File: src/rtl/payload_crc16_pkg.sv
package payload_crc16_pkg;
  localparam int BYTE_W = 8;
  localparam int CRC_W  = 16;

  typedef struct packed {
    logic clear;
    logic absorb;
    logic capLo;
    logic capHi;
  } crcStrobes_t;
endpackage

File: src/rtl/payload_crc16_ctrl.sv
module payload_crc16_ctrl
  import payload_crc16_pkg::*;
#(
  parameter int COUNT_W = 16
) (
  input  logic               clk,
  input  logic               rstN,
  input  logic               start,
  input  logic [COUNT_W-1:0] wordCount,
  input  logic               byteValid,
  output crcStrobes_t        strobes,
  output logic               done
);
  typedef enum logic [1:0] {S_IDLE, S_PAYLOAD, S_FOOT_LO, S_FOOT_HI} ctrlState_t;

  localparam logic [COUNT_W-1:0] ONE = COUNT_W'(1);

  ctrlState_t state;
  logic [COUNT_W-1:0] remaining;

  always_comb begin
    strobes.clear  = start;
    strobes.absorb = !start && (state == S_PAYLOAD) && byteValid;
    strobes.capLo  = !start && (state == S_FOOT_LO) && byteValid;
    strobes.capHi  = !start && (state == S_FOOT_HI) && byteValid;
  end

  always_ff @(posedge clk or negedge rstN) begin
    if (!rstN) begin
      state     <= S_IDLE;
      remaining <= '0;
      done      <= 1'b0;
    end else begin
      done <= 1'b0;
      if (start) begin
        remaining <= wordCount;
        if (wordCount == '0) begin
          state <= S_FOOT_LO;
          done  <= 1'b1;
        end else begin
          state <= S_PAYLOAD;
        end
      end else begin
        unique case (state)
          S_PAYLOAD: if (byteValid) begin
            remaining <= remaining - ONE;
            if (remaining == ONE) begin
              state <= S_FOOT_LO;
              done  <= 1'b1;
            end
          end
          S_FOOT_LO: if (byteValid) state <= S_FOOT_HI;
          S_FOOT_HI: if (byteValid) state <= S_IDLE;
          default: ;
        endcase
      end
    end
  end

  // done lasts one cycle unless an empty packet restarts it
  a_r4_done_pulse: assert property (@(posedge clk) disable iff (!rstN)
    done && !start |=> !done);

  // an idle payload cycle leaves the byte counter untouched
  a_r5_gap_hold: assert property (@(posedge clk) disable iff (!rstN)
    (state == S_PAYLOAD) && !byteValid && !start |=> $stable(remaining));

  // a start always seeds and never absorbs in the same cycle
  a_r8_start_clears: assert property (@(posedge clk) disable iff (!rstN)
    start |-> strobes.clear && !strobes.absorb && !strobes.capHi);
endmodule

File: src/rtl/payload_crc16_datapath.sv
module payload_crc16_datapath
  import payload_crc16_pkg::*;
#(
  parameter logic [CRC_W-1:0] POLY = 16'h8408,
  parameter logic [CRC_W-1:0] SEED = 16'hFFFF
) (
  input  logic              clk,
  input  logic              rstN,
  input  crcStrobes_t       strobes,
  input  logic [BYTE_W-1:0] byteData,
  output logic [CRC_W-1:0]  crcOut,
  output logic              checkDone,
  output logic              footerBad
);
  logic [CRC_W-1:0]  crcReg;
  logic [BYTE_W-1:0] footLo;
  logic [CRC_W-1:0]  footerWord;
  logic [CRC_W-1:0]  rxFooter;
  logic [CRC_W-1:0]  crcNext;

  function automatic logic [CRC_W-1:0] absorbByte(input logic [CRC_W-1:0] acc,
                                                   input logic [BYTE_W-1:0] b);
    logic [CRC_W-1:0] r;
    r = acc ^ {{(CRC_W-BYTE_W){1'b0}}, b};
    for (int k = 0; k < BYTE_W; k++) begin
      r = r[0] ? ((r >> 1) ^ POLY) : (r >> 1);
    end
    return r;
  endfunction

  assign crcNext  = absorbByte(crcReg, byteData);
  assign rxFooter = {byteData, footLo};
  assign crcOut   = crcReg;

  always_ff @(posedge clk or negedge rstN) begin
    if (!rstN) begin
      crcReg     <= SEED;
      footLo     <= '0;
      footerWord <= '0;
      checkDone  <= 1'b0;
      footerBad  <= 1'b0;
    end else begin
      checkDone <= 1'b0;
      footerBad <= 1'b0;
      if (strobes.clear)       crcReg <= SEED;
      else if (strobes.absorb) crcReg <= crcNext;
      if (strobes.capLo) footLo <= byteData;
      if (strobes.capHi) begin
        footerWord <= rxFooter;
        checkDone  <= 1'b1;
        footerBad  <= (rxFooter != '0) && (rxFooter != crcReg);
      end
    end
  end

  // the register holds the seed right after a start
  a_r2_seed: assert property (@(posedge clk) disable iff (!rstN)
    strobes.clear |=> crcReg == SEED);

  // a mismatch is only ever reported with its check pulse
  a_r6_bad_with_check: assert property (@(posedge clk) disable iff (!rstN)
    footerBad |-> checkDone);

  // the check pulse lasts a single cycle
  a_r6_check_pulse: assert property (@(posedge clk) disable iff (!rstN)
    checkDone |=> !checkDone);

  // an all-zero footer is always accepted
  a_r7_zero_ok: assert property (@(posedge clk) disable iff (!rstN)
    checkDone && (footerWord == '0) |-> !footerBad);

  // without a seed or absorb strobe the checksum stays put
  a_r9_hold: assert property (@(posedge clk) disable iff (!rstN)
    !strobes.clear && !strobes.absorb |=> $stable(crcReg));
endmodule

File: src/rtl/payload_crc16.sv
module payload_crc16
  import payload_crc16_pkg::*;
#(
  parameter int COUNT_W = 16
) (
  input  logic               clk,
  input  logic               rstN,
  input  logic               start,
  input  logic [COUNT_W-1:0] wordCount,
  input  logic               byteValid,
  input  logic [7:0]         byteData,
  output logic [15:0]        crcOut,
  output logic               done,
  output logic               checkDone,
  output logic               footerBad
);
  crcStrobes_t strobes;

  payload_crc16_ctrl #(.COUNT_W(COUNT_W)) u_ctrl (
    .clk(clk), .rstN(rstN), .start(start), .wordCount(wordCount),
    .byteValid(byteValid), .strobes(strobes), .done(done)
  );

  payload_crc16_datapath u_dp (
    .clk(clk), .rstN(rstN), .strobes(strobes), .byteData(byteData),
    .crcOut(crcOut), .checkDone(checkDone), .footerBad(footerBad)
  );
endmodule

File: config.mk
export PLATFORM = sky130hd
export DESIGN_NAME = payload_crc16
export DESIGN_NICKNAME = d
export VERILOG_FILES = /design/src/rtl/payload_crc16_pkg.sv /design/src/rtl/payload_crc16_ctrl.sv /design/src/rtl/payload_crc16_datapath.sv /design/src/rtl/payload_crc16.sv
export SDC_FILE = /design/constraint.sdc
export NUM_CORES = 1
export LEC_CHECK = 0
export BUFFER_PORTS_ARGS = -buffer_cell sky130_fd_sc_hd__buf_2
export CORE_UTILIZATION = 40
export CTS_CLUSTER_SIZE = 10
export DETAILED_ROUTE_END_ITERATION = 12
export PLACE_DENSITY = 0.59
export RECOVER_POWER = 25
export SYNTH_ARGS = -nofsm -noshare
export SYNTH_HDL_FRONTEND = slang
export SYNTH_SLANG_ARGS = --single-unit
File: constraint.sdc
create_clock -name clk -period 2.6 [get_ports clk]
set_input_delay 0.13 -clock clk [delete_from_list [all_inputs] [get_ports clk]]
set_output_delay 0.13 -clock clk [all_outputs]
set_load 0.03 [all_outputs]
==> results of run 1 <==
## cell families (layout without fill, tap and decap cells)
| logic type | count (synthesis) | in the layout | share of synthesized area |
|---|---|---|---|
| AOI/OAI and AO/OA | 49 | 49 | 0.130 |
| xor gates and xnor gates | 47 | 47 | 0.160 |
| adders and majority gates | 6 | 6 | 0.0291 |
| buffers and inverters | 16 | 66 | 0.0325 |
| DFF | 45 | 45 | 0.444 |
| muxes | 8 | 8 | 0.0349 |
| and+or+nand+nor | 78 | 78 | 0.169 |
## path summary, 6_finish.rpt
check,startpoint,to,slack (ns),cells after the start
setup / recovery,u_ctrl.state[1]$_DFFE_PN0P_,u_ctrl.remaining[13]$_DFFE_PN0P_,0.39,6
hold / removal,wordCount[4],u_ctrl.remaining[4]$_DFFE_PN0P_,0.06,3
setup reg to reg,u_ctrl.state[1]$_DFFE_PN0P_,u_ctrl.remaining[13]$_DFFE_PN0P_,0.39,6
hold reg to reg,u_dp.crcOut[4]$_DFFE_PN1P_,u_dp.crcOut[4]$_DFFE_PN1P_,0.54,2
max in group asynchronous,rstN,u_dp.footLo[1]$_DFFE_PN0P_,0.95,3
min in group asynchronous,rstN,u_ctrl.remaining[14]$_DFFE_PN0P_,0.46,2
## layout by cell type, fill, tap and decap left out, types with 2 or more instances in the layout
cell       n
nand2_1   14
nand2b_1   2
ha_1       6
o22a_1     9
or3_1      2
dfstp_2   16
or4_1      3
a31oi_1    5
dfrtp_1   29
buf_2     42
o211ai_1   3
and2_1     2
o31ai_1    2
nor4_1    16
o21ai_0   12
nor3_1     5
nor4b_1    2
clkbuf_8   6
nand4_1    6
a21oi_1    8
mux2_2     8
xor2_1    25
nor2_1    14
buf_4      2
nor2b_1    3
inv_1      8
clkbuf_1   5
xnor2_1   22
## final cells by class
type                       count  area (um2)
clock buffer                   7        86.3
clock inverter                 1        30.0
fill                         587        3070
inverter                       8        30.0
multi-input combinational    188        1350
sequential                    45        1150
tap                           75        93.8
timing repair buffer          50         255
## sequential cells by signal (all words and copies together), names as in the netlist
name and flops:
u_ctrl.remaining 16, u_dp.crcOut 16, u_dp.footLo 8, u_ctrl.state 2, u_ctrl.done 1, u_dp.checkDone 1
u_dp.footerBad 1
## through the flow
stage	std cells	instance area (um2)
6_report	374	2990
5_1_grt	374	2990
4_1_cts	374	3000
3_5_place_dp	365	2870
3_3_place_gp	365	2870
2_1_floorplan	249	2580
## critical path, stage by stage, from the launching register on
cell and delay, ns:
dfrtp_1 0.43, inv_1 0.07, ha_1 0.27, nand2_1 0.23, or4b_4 0.56, or4_1 0.40
a31oi_1 0.17
## layer usage
| layer | up-vias | share of wire | wire, um |
|---|---|---|---|
| met5 | - | 0 | 0 |
| li1 | 1008 | - | - |
| met4 | 0 | 0.013 | 80 |
| met2 | 42 | 0.44 | 2620 |
| met1 | 971 | 0.52 | 3110 |
| met3 | 7 | 0.030 | 181 |
## power by group
group          switching [mW]  leakage [nW]  internal, mW  total [mW]
combinational           0.589         0.590         0.466        1.05
sequential              0.221         0.521         0.923        1.14
clock                   0.233        0.0585         0.313       0.547
total                    1.04          1.17          1.70        2.75
==> reports/metrics.cfg, run 1 <==
[run_status]
status = complete, no violations

[routing]
drt-initial-drc-count = 87
vias = 2028
ant_nets = 0
via_per_inst = 5.42
drt_first_pass_iters = 4
wirelength_um = 5990
wl_per_cell_um = 16.0
drc_errors = 0

[timing]
setup_ws_ns = 0.391
rsz0062_at_grt = false
setup_viol = 0
final-hold-violation-count = 0
maxSlewViolCount = 0
period_minus_slack_ns = 2.21
period_share = 0.849
max_slew_margin = 0.431
whs_ns = 0.0560
clock_skew_ns = 0.00474
worstMarginPinSlew_ns = 0.853
setup_tns_ns = 0
timing.fmax_mhz = 453

[clocking]
cts_root_buf = clkbuf_8
cts_tree = done
clk_path_buf_depth = 2
ctsHoldBuffers = 1
cts_buffers = 5
clock_latency_ns = 0.29
cts_setup_buffers = 0
clkTransAtPathRegs_ns = 0.08
htreeDepth = 2
cts_sinks = 45
cts_resized = 0

[synthesis]
ys_warn_count = 0
async_flop_share = 1.00
yosysSeqAreaShare = 0.444
synth_cells = 249
synthTopCellsByArea = dfrtp_1 (28%), dfstp_2 (16%), xor2_1 (8.5%)
netlist.area_leader.share = 0.281
yosysMostFrequentCell = dfrtp_1
yosys_most_used_dff = dfrtp_1
yosysTopAreaCell = dfrtp_1
syn_avg_cell_area_um2 = 10.4
ys_seq_elements = 45
synth_cell_types = 46
syn-num-nets = 283
synth_edf_count = 0
ys_top_cells_by_count = dfrtp_1 (29), xor2_1 (25), xnor2_1 (22)
syn_area_mm2 = 0.00258

[pwr]
p_leak_nw = 1.17
peakVddDrop_mv = 0.473
power_density_mw_per_mm2 = 918
finalPower_mw = 2.75

[grt]
grt_use_met2 = 0.285
grt-ovfl-total = 0
grt.total_usage = 0.194
grt_pass1_wl_um = 9710
grt_max_degree = 31
busiest_layer = met1
grt_util_met1 = 0.288
antenna_found_initial = 0
grt_pass1_vias = 1927
met3_usage = 0.0275

[job]
drv_cap = 0

[place]
dp_hpwl_um = 4590
port_buffers = 46
gp_congestion = 0.812
post-place-ws_ns = 0.393

[critical_path]
crit_type = reg2reg
crit_arrival_ns = 2.43
end_kind = register
startpoint_type = register
crit_fanout = 8
required_ns = 2.82

[die]
coreArea_mm2 = 0.00606
num_rows = 28
die_h_um = 82.3
start_util = 0.426
die_area_mm2 = 0.00677
io_pins = 47
die-width_um = 82.3

[hold_path]
min_path_type = in2reg

[finish]
area_delta_synth_final_pct = 16.0
drive_gt1_frac = 0.274
nNetsFinal = 332
fin_util = 0.494
n_antenna_cell = 0

(Power assumes the default switching activity.)
==> run 2: changes to the inputs <==
Clock period 2.6 ns to 2.22 ns, I/O delays scaled along.
==> reports/metrics.cfg, run 2 (synthesis gave the netlist of run 1 again) <==
[critical_path]
crit_fanout = 5  ; -3
crit_arrival_ns = 2.37  ; -0.06 ns
end_kind = register
critPathMaxStageDelay_ns = 0.56  ; about the same
worstPathCellList = or4_4 -> or3_2 -> or4_1 -> a31oi_1
startpoint_type = register
crit_type = reg2reg
slowest_stage = or4_4
worst-r2r-cell-count = 4  ; -2
required_ns = 2.44  ; -0.38 ns

[timing]
clock_skew_ns = 0.00590  ; +0.00116 ns
setup_viol = 0  ; unchanged
period_share = 0.970  ; +0.121
setup_tns_ns = 0  ; unchanged
rsz0062_at_grt = false
max_slew_margin = 0.349  ; -0.0829
period_minus_slack_ns = 2.15  ; -0.0548 ns
maxSlewViolCount = 0  ; unchanged
worstMarginPinSlew_ns = 0.977  ; +0.124 ns
final-hold-violation-count = 0  ; unchanged
timing.fmax_mhz = 464  ; +2.5%

[place]
gp_congestion = 0.807  ; -0.63%
port_buffers = 46  ; unchanged
dp_hpwl_um = 4590  ; about the same

[finish]
drive_gt1_frac = 0.300  ; +0.0254
final_common_cell = buf_2
mostFrequentLayoutCells = buf_2 (42), dfrtp_1 (29), xor2_1 (25)
n_antenna_cell = 0  ; unchanged
nNetsFinal = 340  ; +2.4%
fin_util = 0.502  ; +0.00805
area_delta_synth_final_pct = 17.8

[pwr]
power_density_mw_per_mm2 = 1050  ; +14%
p_leak_nw = 1.21  ; +3.3%
peakVddDrop_mv = 0.504  ; +6.4%

[clocking]
htreeDepth = 2  ; unchanged
clk_path_buf_depth = 2  ; unchanged
cts_setup_buffers = 0  ; unchanged
cts_buffers = 5  ; unchanged
clock_latency_ns = 0.30  ; about the same
cts_tree = done
cts_root_buf = clkbuf_8
clkTransAtPathRegs_ns = 0.08  ; about the same
cts_sinks = 45  ; unchanged

[routing]
wl_per_cell_um = 15.8  ; -1.5%
drt_first_pass_iters = 5  ; +1
vias = 2076  ; +2.4%
wirelength_um = 6030  ; +0.63%
ant_nets = 0  ; unchanged
via_per_inst = 5.43  ; +0.22%
drt-initial-drc-count = 54  ; -38%
drc_errors = 0  ; unchanged

[hold_path]
hold-path-cell-count = 3  ; unchanged
min_path_type = in2reg

[die]
coreArea_mm2 = 0.00606  ; unchanged
start_util = 0.426  ; unchanged
die_h_um = 82.3  ; unchanged
num_rows = 28  ; unchanged
io_pins = 47  ; unchanged
die_area_mm2 = 0.00677  ; unchanged
die-width_um = 82.3  ; unchanged

[run_status]
status = complete, no violations

[grt]
antenna_found_initial = 0  ; unchanged
grt_pass1_wl_um = 9700  ; about the same
grt_max_degree = 39  ; +26%
grt-ovfl-total = 0  ; unchanged
grt_pass1_vias = 1940  ; +0.67%
grt.total_usage = 0.192  ; -0.00144

[job]
drv_cap = 0  ; unchanged

-- run 2: cell types whose count changed in the layout (fill, tap and decap cells not counted) --
cell and delta:
buf_4 +9, clkbuf_1 -2, bufinv_16 -1, clkbuf_8 +1, clkinv_2 +1, o311ai_0 -1, o311ai_1 +1
-- run 2: final timing paths --
path	startpoint	endpoint	slack [ns]
max	u_ctrl.remaining[5]$_DFFE_PN0P_	u_ctrl.remaining[14]$_DFFE_PN0P_	0.07
min	wordCount[5]	u_ctrl.remaining[5]$_DFFE_PN0P_	0.03
max reg2reg	u_ctrl.remaining[5]$_DFFE_PN0P_	u_ctrl.remaining[14]$_DFFE_PN0P_	0.07
min reg2reg	u_dp.crcOut[6]$_DFFE_PN1P_	u_dp.crcOut[6]$_DFFE_PN1P_	0.54
max in group asynchronous	rstN	u_dp.crcOut[9]$_DFFE_PN1P_	0.95
min in group asynchronous	rstN	u_ctrl.remaining[7]$_DFFE_PN0P_	0.50
-- run 2: power breakdown --
group | total [mW] | switching (mW) | internal (mW)
combinational | 1.30 | 0.715 | 0.585
clock | 0.561 | 0.279 | 0.282
sequential | 1.33 | 0.251 | 1.08
-- run 2: layout make-up --
cell class              instances  area, um2
flip-flops and latches         45       1150
clock buffers                   7       96.3
clock inverters                 1       5.00
fillers                       567       3020
multi-input cells             188       1350
repair buffers                 58        319
inverters                       8       30.0
well taps                      75       93.8
-- run 2: critical path: cells and delay by family, from the launching register on --
family           cells  cell delay [ns]
AO/OA/AOI/OAI        1             0.17
AND/OR/NAND/NOR      3             1.49
flip-flops           1             0.41
-- run 2: timing repair --
item	in CTS	in global routing
endpoints found under the hold margin	29	0
gates resized for setup	0	1
endpoints found under the setup margin	0	2
hold buffers	1	0
-- run 2: metrics by stage --
stage / instances / total power [mW] / hold slack (ns) / setup slack [ns] / cell area [um2]
2_1_floorplan: 249 / 2.27 / -0.185 / 0.124 / 2580
3_3_place_gp: 373 / 2.62 / 0.277 / 0.0687 / 2930
3_5_place_dp: 373 / 2.64 / 0.277 / 0.0200 / 2930
4_1_cts: 382 / 3.21 / 0.0234 / 0.0194 / 3040
5_1_grt: 382 / 3.40 / 0.0358 / 0.00631 / 3040
6_report: 382 / 3.19 / 0.0268 / 0.0663 / 3040
-- run 2: per-layer routing --
metal  vias up  share of wire  track usage
met3         6          0.040       0.0429
met1      1006           0.52        0.292
li1       1018              -            -
met4         0         0.0090       0.0456
met2        46           0.43        0.272
met5         -              0            0
==> run 3: changes to the inputs <==
Settings changed: CORE_ASPECT_RATIO set to 0.8, CORE_UTILIZATION 40 to 56, PLACE_DENSITY 0.59 to 0.78.
==> reports/metrics.cfg, run 3 (synthesis gave the netlist of run 1 again) <==
[finish]
area_delta_synth_final_pct = 17.2
stdcell_count = 363  ; -5.0%
n_fill_cell = 336  ; -41%
mostFrequentLayoutCells = buf_2 (42), dfrtp_1 (29), xor2_1 (25)
seqCellArea_mm2 = 0.00115  ; unchanged
n_antenna_cell = 0  ; unchanged
nNetsFinal = 339  ; -0.29%
multiInputGateArea_mm2 = 0.00135  ; +0.28%
drive_gt1_frac = 0.294  ; -0.00556
final_common_cell = buf_2

[die]
die_area_mm2 = 0.00488  ; -28%
coreArea_mm2 = 0.00431  ; -29%
start_util = 0.599  ; +0.173
die_h_um = 62.7  ; -24%
num_rows = 21  ; -25%
io_pins = 47  ; unchanged
die-width_um = 77.9  ; -5.4%

[timing]
setup_ws_ns = 0.0729  ; +0.00666 ns
maxSlewViolCount = 0  ; unchanged
period_share = 0.967  ; -0.00300
setup_viol = 0  ; unchanged
worstMarginPinSlew_ns = 0.851  ; -0.127 ns
clock_skew_ns = 0.0132  ; +0.00729 ns
setup_tns_ns = 0  ; unchanged
period_minus_slack_ns = 2.15  ; -0.00666 ns
timing.fmax_mhz = 466  ; +0.31%
final-hold-violation-count = 0  ; unchanged
rsz0062_at_grt = false
max_slew_margin = 0.433  ; +0.0844

[routing]
drt-initial-drc-count = 234  ; +330%
wl_per_cell_um = 17.1  ; +8.2%
via_per_inst = 5.97  ; +9.8%
ant_nets = 0  ; unchanged
wirelength_um = 6200  ; +2.8%
drt_first_pass_iters = 5  ; unchanged
drc_errors = 0  ; unchanged
vias = 2167  ; +4.4%

[place]
post-place-cells = 353  ; -5.4%
port_buffers = 46  ; unchanged
gp_congestion = 0.959  ; +19%
dp_hpwl_um = 4660  ; +1.6%
post-place-ws_ns = 0.0137  ; -0.00630 ns

[hold_path]
hold_start = wordCount[4]
min_path_type = in2reg

[critical_path]
setup.worst_path.start = u_ctrl.remaining[2]$_DFFE_PN0P_
startpoint_type = register
regToRegSetupSlack_ns = 0.07  ; about the same
end_kind = register
crit_type = reg2reg
rr_startpoint = u_ctrl.remaining[2]$_DFFE_PN0P_
crit_fanout = 5  ; unchanged
cp-endpoint = u_ctrl.remaining[13]$_DFFE_PN0P_
crit_arrival_ns = 2.36  ; about the same
worst-r2r-cell-count = 4  ; unchanged
worstReg2RegEnd = u_ctrl.remaining[13]$_DFFE_PN0P_
required_ns = 2.43  ; about the same

[pwr]
power_density_mw_per_mm2 = 1080  ; +2.7%
seq_power_share = 0.412  ; -0.005
p_clk_frac = 0.188  ; +0.012
peakVddDrop_mv = 0.615  ; +22%
p_leak_nw = 1.20  ; -0.27%
internal_power_mw = 2.00  ; +2.6%
swShare = 0.387  ; -0.00254
comb_power_share = 0.401  ; -0.006
power.switching_mw = 1.26  ; +1.5%

[clocking]
clkTransAtPathRegs_ns = 0.09  ; about the same
cts_root_buf = clkbuf_8
clk_path_buf_depth = 2  ; unchanged
htreeDepth = 2  ; unchanged
clock_latency_ns = 0.30  ; about the same
cts_sinks = 45  ; unchanged
cts_buffers = 5  ; unchanged
cts_tree = done

[job]
drv_cap = 0  ; unchanged

[grt]
grt_max_degree = 36  ; -7.7%
grt_pass1_wl_um = 10400  ; +6.7%
antenna_found_initial = 0  ; unchanged
grt_pass1_vias = 2047  ; +5.5%
grt-ovfl-total = 0  ; unchanged
grt.total_usage = 0.278  ; +0.0860

[run_status]
status = complete, no violations

## run 3: cell types whose count changed in the layout (fill, tap and decap cells not counted), sizes merged
cell and delta:
buf -1, clkbuf -1, bufinv +1
## run 3: power groups by stage
stage	Combinational [mW]	Clock (mW)	Sequential (mW)
after floorplan	0.818	0	1.45
after CTS	1.29	0.623	1.34
after global placement	1.24	0	1.35
after detailed placement	1.28	0	1.35
after global routing	1.42	0.659	1.38
final	1.31	0.612	1.34
## run 3: stage by stage
stage / util / power, mW / cell area, um2 / hold slack (ns)
after floorplan: - / 2.27 / 2580 / -0.185
after global placement: 0.672 / 2.59 / 2900 / 0.217
after detailed placement: 0.672 / 2.63 / 2900 / 0.221
after CTS: 0.702 / 3.26 / 3020 / 0.0287
after global routing: 0.702 / 3.45 / 3020 / 0.0518
final: 0.702 / 3.26 / 3020 / 0.0303
## run 3: worst max-delay path, stage by stage (launching register included)
cell and delay [ns]:
dfrtp_1 0.39, or4_4 0.58, or4b_4 0.52, or4_1 0.41, a31oi_1 0.17
## run 3: final cells by class
class                   instances  share of cell area
multi-input cells             188               0.448
flip-flops and latches         45               0.379
repair buffers                 57               0.103
clock buffers                   6              0.0240
well taps                      57              0.0236
clock inverters                 2              0.0128
inverters                       8             0.00993
## run 3: how the worst min path moves through the flow
stage	to	depth (start not counted)
global placement	u_ctrl.remaining[10]$_DFFE_PN0P_	1
detailed placement	u_ctrl.remaining[10]$_DFFE_PN0P_	1
finish	u_ctrl.remaining[4]$_DFFE_PN0P_	3
global route	u_ctrl.remaining[5]$_DFFE_PN0P_	3
floorplan	u_ctrl.done$_DFF_PN0_	0
CTS	u_ctrl.remaining[3]$_DFFE_PN0P_	3
## run 3: routing by layer
layer / vias to the layer above / part of all wire / wire (um) / GRT usage
met4: 0 / 0.011 / 67 / 0.0684
li1: 1016 / - / - / -
met2: 90 / 0.44 / 2700 / 0.397
met5: - / 0 / 0 / 0
met1: 1054 / 0.49 / 3030 / 0.428
met3: 7 / 0.066 / 409 / 0.0584
## run 3: what timing repair did
| action | CTS | global route |
|---|---|---|
| hold buffers | 1 | 0 |
| pin swaps | 0 | 3 |
| endpoints found under the hold margin | 29 | 0 |
| setup endpoints to repair | 1 | 2 |
| gates resized for setup | 0 | 1 |
| buffers inserted | 1 | 0 |
